File: config.mk
export PLATFORM = sky130hd
export DESIGN_NAME = bitmanip_unit
export DESIGN_NICKNAME = d
export VERILOG_FILES = /design/src/rtl/bmu_pkg.sv /design/src/rtl/bmu_count.sv /design/src/rtl/bmu_lowbit.sv /design/src/rtl/bmu_field.sv /design/src/rtl/bitmanip_unit.sv
export SDC_FILE = /design/constraint.sdc
export NUM_CORES = 1
export LEC_CHECK = 0
export ABC_AREA = 1
export BUFFER_PORTS_ARGS = -buffer_cell sky130_fd_sc_hd__buf_2
export CORE_MARGIN = 5
export CORE_UTILIZATION = 40
export DETAILED_ROUTE_END_ITERATION = 7
export GPL_ROUTABILITY_DRIVEN = 0
export PLACE_DENSITY_LB_ADDON = 0.25
export SLEW_MARGIN = 20
export SYNTH_ARGS = -nofsm -noshare
export SYNTH_HDL_FRONTEND = slang
export SYNTH_SLANG_ARGS = --single-unit
File: constraint.sdc
create_clock -name clk -period 1.56 [get_ports clk]
set_input_delay 0.078 -clock clk [delete_from_list [all_inputs] [get_ports clk]]
set_output_delay 0.078 -clock clk [all_outputs]
set_load 0.05 [all_outputs]
File: src/rtl/bmu_pkg.sv
package bmu_pkg;
  typedef enum logic [2:0] {
    OP_LZC  = 3'd0,
    OP_TZC  = 3'd1,
    OP_POP  = 3'd2,
    OP_FEXT = 3'd3,
    OP_ISO  = 3'd4,
    OP_MSK  = 3'd5,
    OP_CLR  = 3'd6,
    OP_ZHI  = 3'd7
  } bmu_op_e;

  localparam int unsigned CTL_POS_LSB = 0;
  localparam int unsigned CTL_LEN_LSB = 8;
  localparam int unsigned CTL_FLD_W   = 8;
endpackage

File: src/rtl/bmu_count.sv
module bmu_count #(
  parameter int unsigned XLEN = 32,
  localparam int unsigned CW = $clog2(XLEN + 1)
) (
  input  logic [XLEN-1:0] src,
  output logic [CW-1:0]   lead_cnt,
  output logic [CW-1:0]   trail_cnt,
  output logic [CW-1:0]   ones_cnt,
  output logic            src_zero
);
  // Leading zeros: the highest set bit wins, since it is assigned last.
  always_comb begin
    lead_cnt = CW'(XLEN);
    for (int i = 0; i < XLEN; i++) begin
      if (src[i]) lead_cnt = CW'(XLEN - 1 - i);
    end
  end

  // Trailing zeros: the lowest set bit wins, since it is assigned last.
  always_comb begin
    trail_cnt = CW'(XLEN);
    for (int i = XLEN - 1; i >= 0; i--) begin
      if (src[i]) trail_cnt = CW'(i);
    end
  end

  always_comb begin
    ones_cnt = '0;
    for (int i = 0; i < XLEN; i++) begin
      ones_cnt = ones_cnt + CW'(src[i]);
    end
  end

  assign src_zero = (src == '0);
endmodule

File: src/rtl/bmu_lowbit.sv
module bmu_lowbit #(
  parameter int unsigned XLEN = 32
) (
  input  logic [XLEN-1:0] src,
  output logic [XLEN-1:0] iso,
  output logic [XLEN-1:0] msk,
  output logic [XLEN-1:0] clr
);
  logic [XLEN-1:0] dec;

  // A zero source borrows all the way up, so dec is all ones.
  assign dec = src - XLEN'(1);
  assign iso = src & ~dec;
  assign msk = src ^ dec;
  assign clr = src & dec;
endmodule

File: src/rtl/bmu_field.sv
module bmu_field #(
  parameter int unsigned XLEN = 32
) (
  input  logic [XLEN-1:0] src,
  input  logic [XLEN-1:0] ctl,
  output logic [XLEN-1:0] ext,
  output logic [XLEN-1:0] zhi,
  output logic            idx_wide
);
  import bmu_pkg::*;

  logic [CTL_FLD_W-1:0] start_pos;
  logic [CTL_FLD_W-1:0] fld_len;
  logic [XLEN-1:0]      shifted;
  logic [XLEN-1:0]      len_mask;
  logic [XLEN-1:0]      keep_mask;

  assign start_pos = ctl[CTL_POS_LSB +: CTL_FLD_W];
  assign fld_len   = ctl[CTL_LEN_LSB +: CTL_FLD_W];

  // A logical shift fills with zeros, so bits past the top read as 0.
  assign shifted = src >> start_pos;

  for (genvar g = 0; g < XLEN; g++) begin : g_mask
    assign len_mask[g]  = (fld_len > CTL_FLD_W'(g));
    assign keep_mask[g] = (start_pos > CTL_FLD_W'(g));
  end

  assign ext      = shifted & len_mask;
  assign zhi      = src & keep_mask;
  assign idx_wide = (int'(start_pos) >= int'(XLEN));
endmodule

File: src/rtl/bitmanip_unit.sv
module bitmanip_unit #(
  parameter int unsigned XLEN = 32
) (
  input  logic            clk,
  input  logic            rst_n,
  input  logic            in_valid,
  input  logic [2:0]      in_op,
  input  logic [XLEN-1:0] in_src,
  input  logic [XLEN-1:0] in_ctl,
  output logic            out_valid,
  output logic [XLEN-1:0] out_result,
  output logic            out_carry,
  output logic            out_zero
);
  import bmu_pkg::*;

  localparam int unsigned CW = $clog2(XLEN + 1);

  // Reset is asserted at once and released through two flops.
  logic [1:0] rst_sync_q;
  logic       rst_sync_n;

  always_ff @(posedge clk or negedge rst_n) begin
    if (!rst_n) rst_sync_q <= 2'b00;
    else        rst_sync_q <= {rst_sync_q[0], 1'b1};
  end
  assign rst_sync_n = rst_sync_q[1];

  logic [CW-1:0]   lead_cnt, trail_cnt, ones_cnt;
  logic            src_zero;
  logic [XLEN-1:0] iso, msk, clr, ext, zhi;
  logic            idx_wide;

  bmu_count #(.XLEN(XLEN)) u_count (
    .src(in_src), .lead_cnt(lead_cnt), .trail_cnt(trail_cnt),
    .ones_cnt(ones_cnt), .src_zero(src_zero)
  );

  bmu_lowbit #(.XLEN(XLEN)) u_lowbit (
    .src(in_src), .iso(iso), .msk(msk), .clr(clr)
  );

  bmu_field #(.XLEN(XLEN)) u_field (
    .src(in_src), .ctl(in_ctl), .ext(ext), .zhi(zhi), .idx_wide(idx_wide)
  );

  // Next-state selection
  logic [XLEN-1:0] nxt_res;
  logic            nxt_carry;
  logic            nxt_zero;

  always_comb begin
    nxt_carry = 1'b0;
    unique case (bmu_op_e'(in_op))
      OP_LZC: begin nxt_res = XLEN'(lead_cnt);  nxt_carry = src_zero; end
      OP_TZC: begin nxt_res = XLEN'(trail_cnt); nxt_carry = src_zero; end
      OP_POP:  nxt_res = XLEN'(ones_cnt);
      OP_FEXT: nxt_res = ext;
      OP_ISO:  nxt_res = iso;
      OP_MSK:  nxt_res = msk;
      OP_CLR:  nxt_res = clr;
      OP_ZHI: begin
        nxt_res   = idx_wide ? in_src : zhi;
        nxt_carry = idx_wide;
      end
      default: nxt_res = '0;
    endcase
    nxt_zero = (nxt_res == '0);
  end

  // Output register, loaded only on an accepted request
  logic            vld_q;
  logic [XLEN-1:0] res_q;
  logic            carry_q;
  logic            zero_q;

  always_ff @(posedge clk or negedge rst_sync_n) begin
    if (!rst_sync_n) begin
      vld_q   <= 1'b0;
      res_q   <= '0;
      carry_q <= 1'b0;
      zero_q  <= 1'b0;
    end else begin
      vld_q <= in_valid;
      if (in_valid) begin
        res_q   <= nxt_res;
        carry_q <= nxt_carry;
        zero_q  <= nxt_zero;
      end
    end
  end

  assign out_valid  = vld_q;
  assign out_result = res_q;
  assign out_carry  = carry_q;
  assign out_zero   = zero_q;
endmodule

==> summary.md <==
| Metric | Value |
|---|---|
| Status | finished, violations left |
| Failing checks | DRC, setup timing |
| Die height | about 140 um |
| Yosys cell types | 54 |
| Final Total Pwr | roughly 9.4 mW |
| Antenna cell count | 0 |
| Post-Route WL | 34,600 um |
| Setup-failing EPs final | 33 |
| Worst setup margin | -3.87 ns |
| Asr flop ratio synth | 100% |
| Layout cells sized above 1 | 45.3% |
| Reg2reg end | out_result[3] |
| Final TNS setup | -35.24 ns |
| Crit start category | primary input |
| RSZ-0062 raised after global routing | true |
| Count leader, synth | nand2_1 |
| Final Cycle Share | 348% |
| I/O pin total | 105 |
| Synth top cells by count | 335 x nand2_1, 155 x inv_1, 142 x nor2_1 |
| Max IR drop VDD | roughly 1400 uV |
| Clock sink count | 37 |
| Cell depth of the worst flop-to-flop path | 2 |
| Starting density of the core | 41.1% |
| Sw Ratio | between 40% and 50% |
| Pre-antenna DRT Iters | 8 |
| Ys flop type | dfrtp_1 |
| Min Hold Slack | between 0.07 and 0.08 ns |
| Crit-path max FO | 2 |
| Via-per-instance ratio | 5.73 |
| Area after DPL | 10,100 um2 |
| Syn nets | 1,270 |
| Gate Count Post-Synth | 1,163 |
| Vias in the first global route | 9,789 |
| CTS tree | yes |
| FF-to-FF Start | out_result[3] |
| Syn. warnings | 0 |
| Crit. End Element | flip-flop |
| Worst slew pin tran | 0.524 ns |
| Hold depth | 1 |
| Iter 0 DRT Violations | 1,565 |
| Yosys top cell by area | nand2_1 |
| Max Fclk | 184 MHz |
| Max-slew violations | 0 |
| # fillers | around 1,200 |
| Max_slew headroom | 64.7% |
| FP Rows | 46 |
| Clock skew | 0.00250 ns |
| Total number of vias | 10,600 |
| Top-area cell type share of the netlist area | 19.1% |
| R2R Setup Slk | 0.88 ns |
| Global Route Usage Sum | 32.8% |
| Final design area excluding fillers | approximately 12,000 um2 |
| Final Non-Filler Cells | 1,850 |
| Worst hold path type | primary input to flip-flop |
| Final ANT Viol Nets | 0 |
| CTS Buf Count | 5 |
| Initial antenna violation count | 0 |
| Pint | 5.03 mW |
| Combinational Power Share | 77.8% |
| CP Data Required Time | about 1.8 ns |
| Placed Cells incl. Taps | between 1,500 and 2,000 |
| Final net count | between 1,500 and 2,000 |
| Largest cells by area after synthesis | nand2_1 19%, dfrtp_1 14%, o21ai_0 9.7% |
| Global-route wire length before repair | between 50,000 and 60,000 um |
| Critical Path AT | 5.64 ns |
| Area growth syn-to-layout | 77.1% |
| Clk buf depth | 2 |
| Syn Area/Cell | about 5.7 um2 |
| Critical path class | primary input to flip-flop |
| P per Cell Area | about 810 nW/um2 |
| Crit. Startpoint | in_src[1] |
| Netlist Area Pre-Place | around 6600 um2 |
| Sw power | approximately 4.4 mW |
| Final hold vios | 0 |
| DRC errors left | 36 |
| #FFs+latches synth | 37 |
| H-tree levels | 2 |
| Worst hold start | in_valid |
| Chip width | roughly 140 um |
| Root buf cell | clkbuf_16 |
| Die area | 19,100 um2 |
| Pleak | 5.80 nW |
| Buffers on Ports | a little under 90 |
| Register share of total power | 11.9% |
| Pin count of the biggest net entering global routing | 36 |
| DR WL/cell | 18.7 um |
| Gr ovfl total | 0 |
| Clock-pin slew on the worst setup and hold paths | 0.06 ns |
| Clock share of power | 10.3% |
| Tmin final | 5.43 ns |
| Area of the core | around 16,000 um2 |
| Hold endpoint | out_valid |
| Number of enable flip-flop cells after synthesis | 0 |
| Seq/Total Area, Yosys | 14.1% |
| Post-DP HPWL | 26,100 um |
| Max-cap viol count | 0 |
| Clock latency on the worst-skew pair | about 0.28 ns |
-- worst max-delay path: stages --
cell	delay, ns
buf_8	0.10
inv_12	0.03
ha_4	0.26
inv_2	0.04
fa_1	0.50
fa_1	0.44
fa_1	0.52
fa_1	0.43
fa_1	0.53
fa_1	0.43
fa_2	0.37
fa_2	0.39
inv_2	0.07
nand2_2	0.06
nand2_2	0.08
a21oi_4	0.07
a21oi_4	0.15
o31ai_4	0.10
a311oi_1	0.20
nand2_1	0.12
o21ai_2	0.09
nand3_1	0.09
nor2_1	0.11
nand2_1	0.06
nor4_1	0.17
nand2_1	0.10
nand2_1	0.07
-- metrics by stage --
stage	utilization (%)	worst slack, ns
6_report	72.8	-3.87
3_3_place_gp	63.3	-4.07
5_1_grt	72.8	-4.05
4_1_cts	69.4	-3.80
3_5_place_dp	63.3	-4.31
2_1_floorplan	-	-3.62
-- final cells by class --
cell class              instances  area, um2  area share (%)
multi-input cells             912       5870            50.3
clock inverters                 2       10.0          0.0859
well taps                     216        270            2.32
inverters                     171        667            5.72
flip-flops and latches         37        926            7.95
clock buffers                   6        129            1.11
repair buffers                506       3780            32.5
-- power by group through the flow --
stage,registers [mW],logic (mW),clock network [mW]
global placement,1.13,5.25,0
finish,1.12,7.33,0.974
CTS,1.12,6.41,0.971
global route,1.13,7.85,1.02
floorplan,1.49,2.97,0
detailed placement,1.13,5.40,0
-- how the worst max path moves through the flow --
stage                     endpoint  slack [ns]  depth (start not counted)
final                     out_zero       -3.87                         27
after global routing      out_zero       -4.05                         27
after detailed placement  out_zero       -4.31                         24
after CTS                 out_zero       -3.80                         27
after floorplan           out_zero       -3.62                         26
after global placement    out_zero       -4.07                         27
-- layout by cell type, fill, tap and decap left out, types with 28 or more instances in the layout --
cell type and n:
nand2_1 305, a21oi_1 34, inv_1 143, o21ai_0 62, o21ai_2 37, buf_2 81
o21ai_1 39, nand3_1 30, dfrtp_1 37, nand2_2 28, nor2_1 112, buf_4 392
-- registers in the layout (all words and copies together), names as in the netlist --
signal / cells
out_result: 32
rst_sync_q: 2
out_carry: 1
out_valid: 1
out_zero: 1
-- routing by layer --
layer / track usage [%] / up-vias / part of all wire [%]
li1: - / 4791 / -
met1: 42.3 / 4852 / 37
met2: 50.5 / 744 / 43
met3: 8.10 / 221 / 12
met4: 17.7 / 0 / 7.8
met5: 0 / - / 0
-- timing repair --
item / 4_1_cts / 5_1_grt
endpoints found under the setup margin: 33 / 33
hold buffers: 1 / 0
pin swaps: 48 / 48
cloned: 2 / 0
gates resized for setup: 191 / 117
buffers inserted: 36 / 16
hold endpoints to repair: 2 / 0
-- cells by family (layout without fill, tap and decap cells) --
| group | count (synthesis) | after routing | synth area share (%) |
|---|---|---|---|
| flip-flops | 37 | 37 | 14.1 |
| AND/OR/NAND/NOR | 586 | 587 | 37.4 |
| other | 1 | 1 | 0.0570 |
| adder cells (fa/ha/maj) | 37 | 37 | 9.78 |
| buffers and inverters | 215 | 685 | 12.4 |
| AO/OA/AOI/OAI | 279 | 279 | 25.0 |
| multiplexers | 8 | 8 | 1.22 |
No activity file was read; power rests on OpenSTA's default activity.
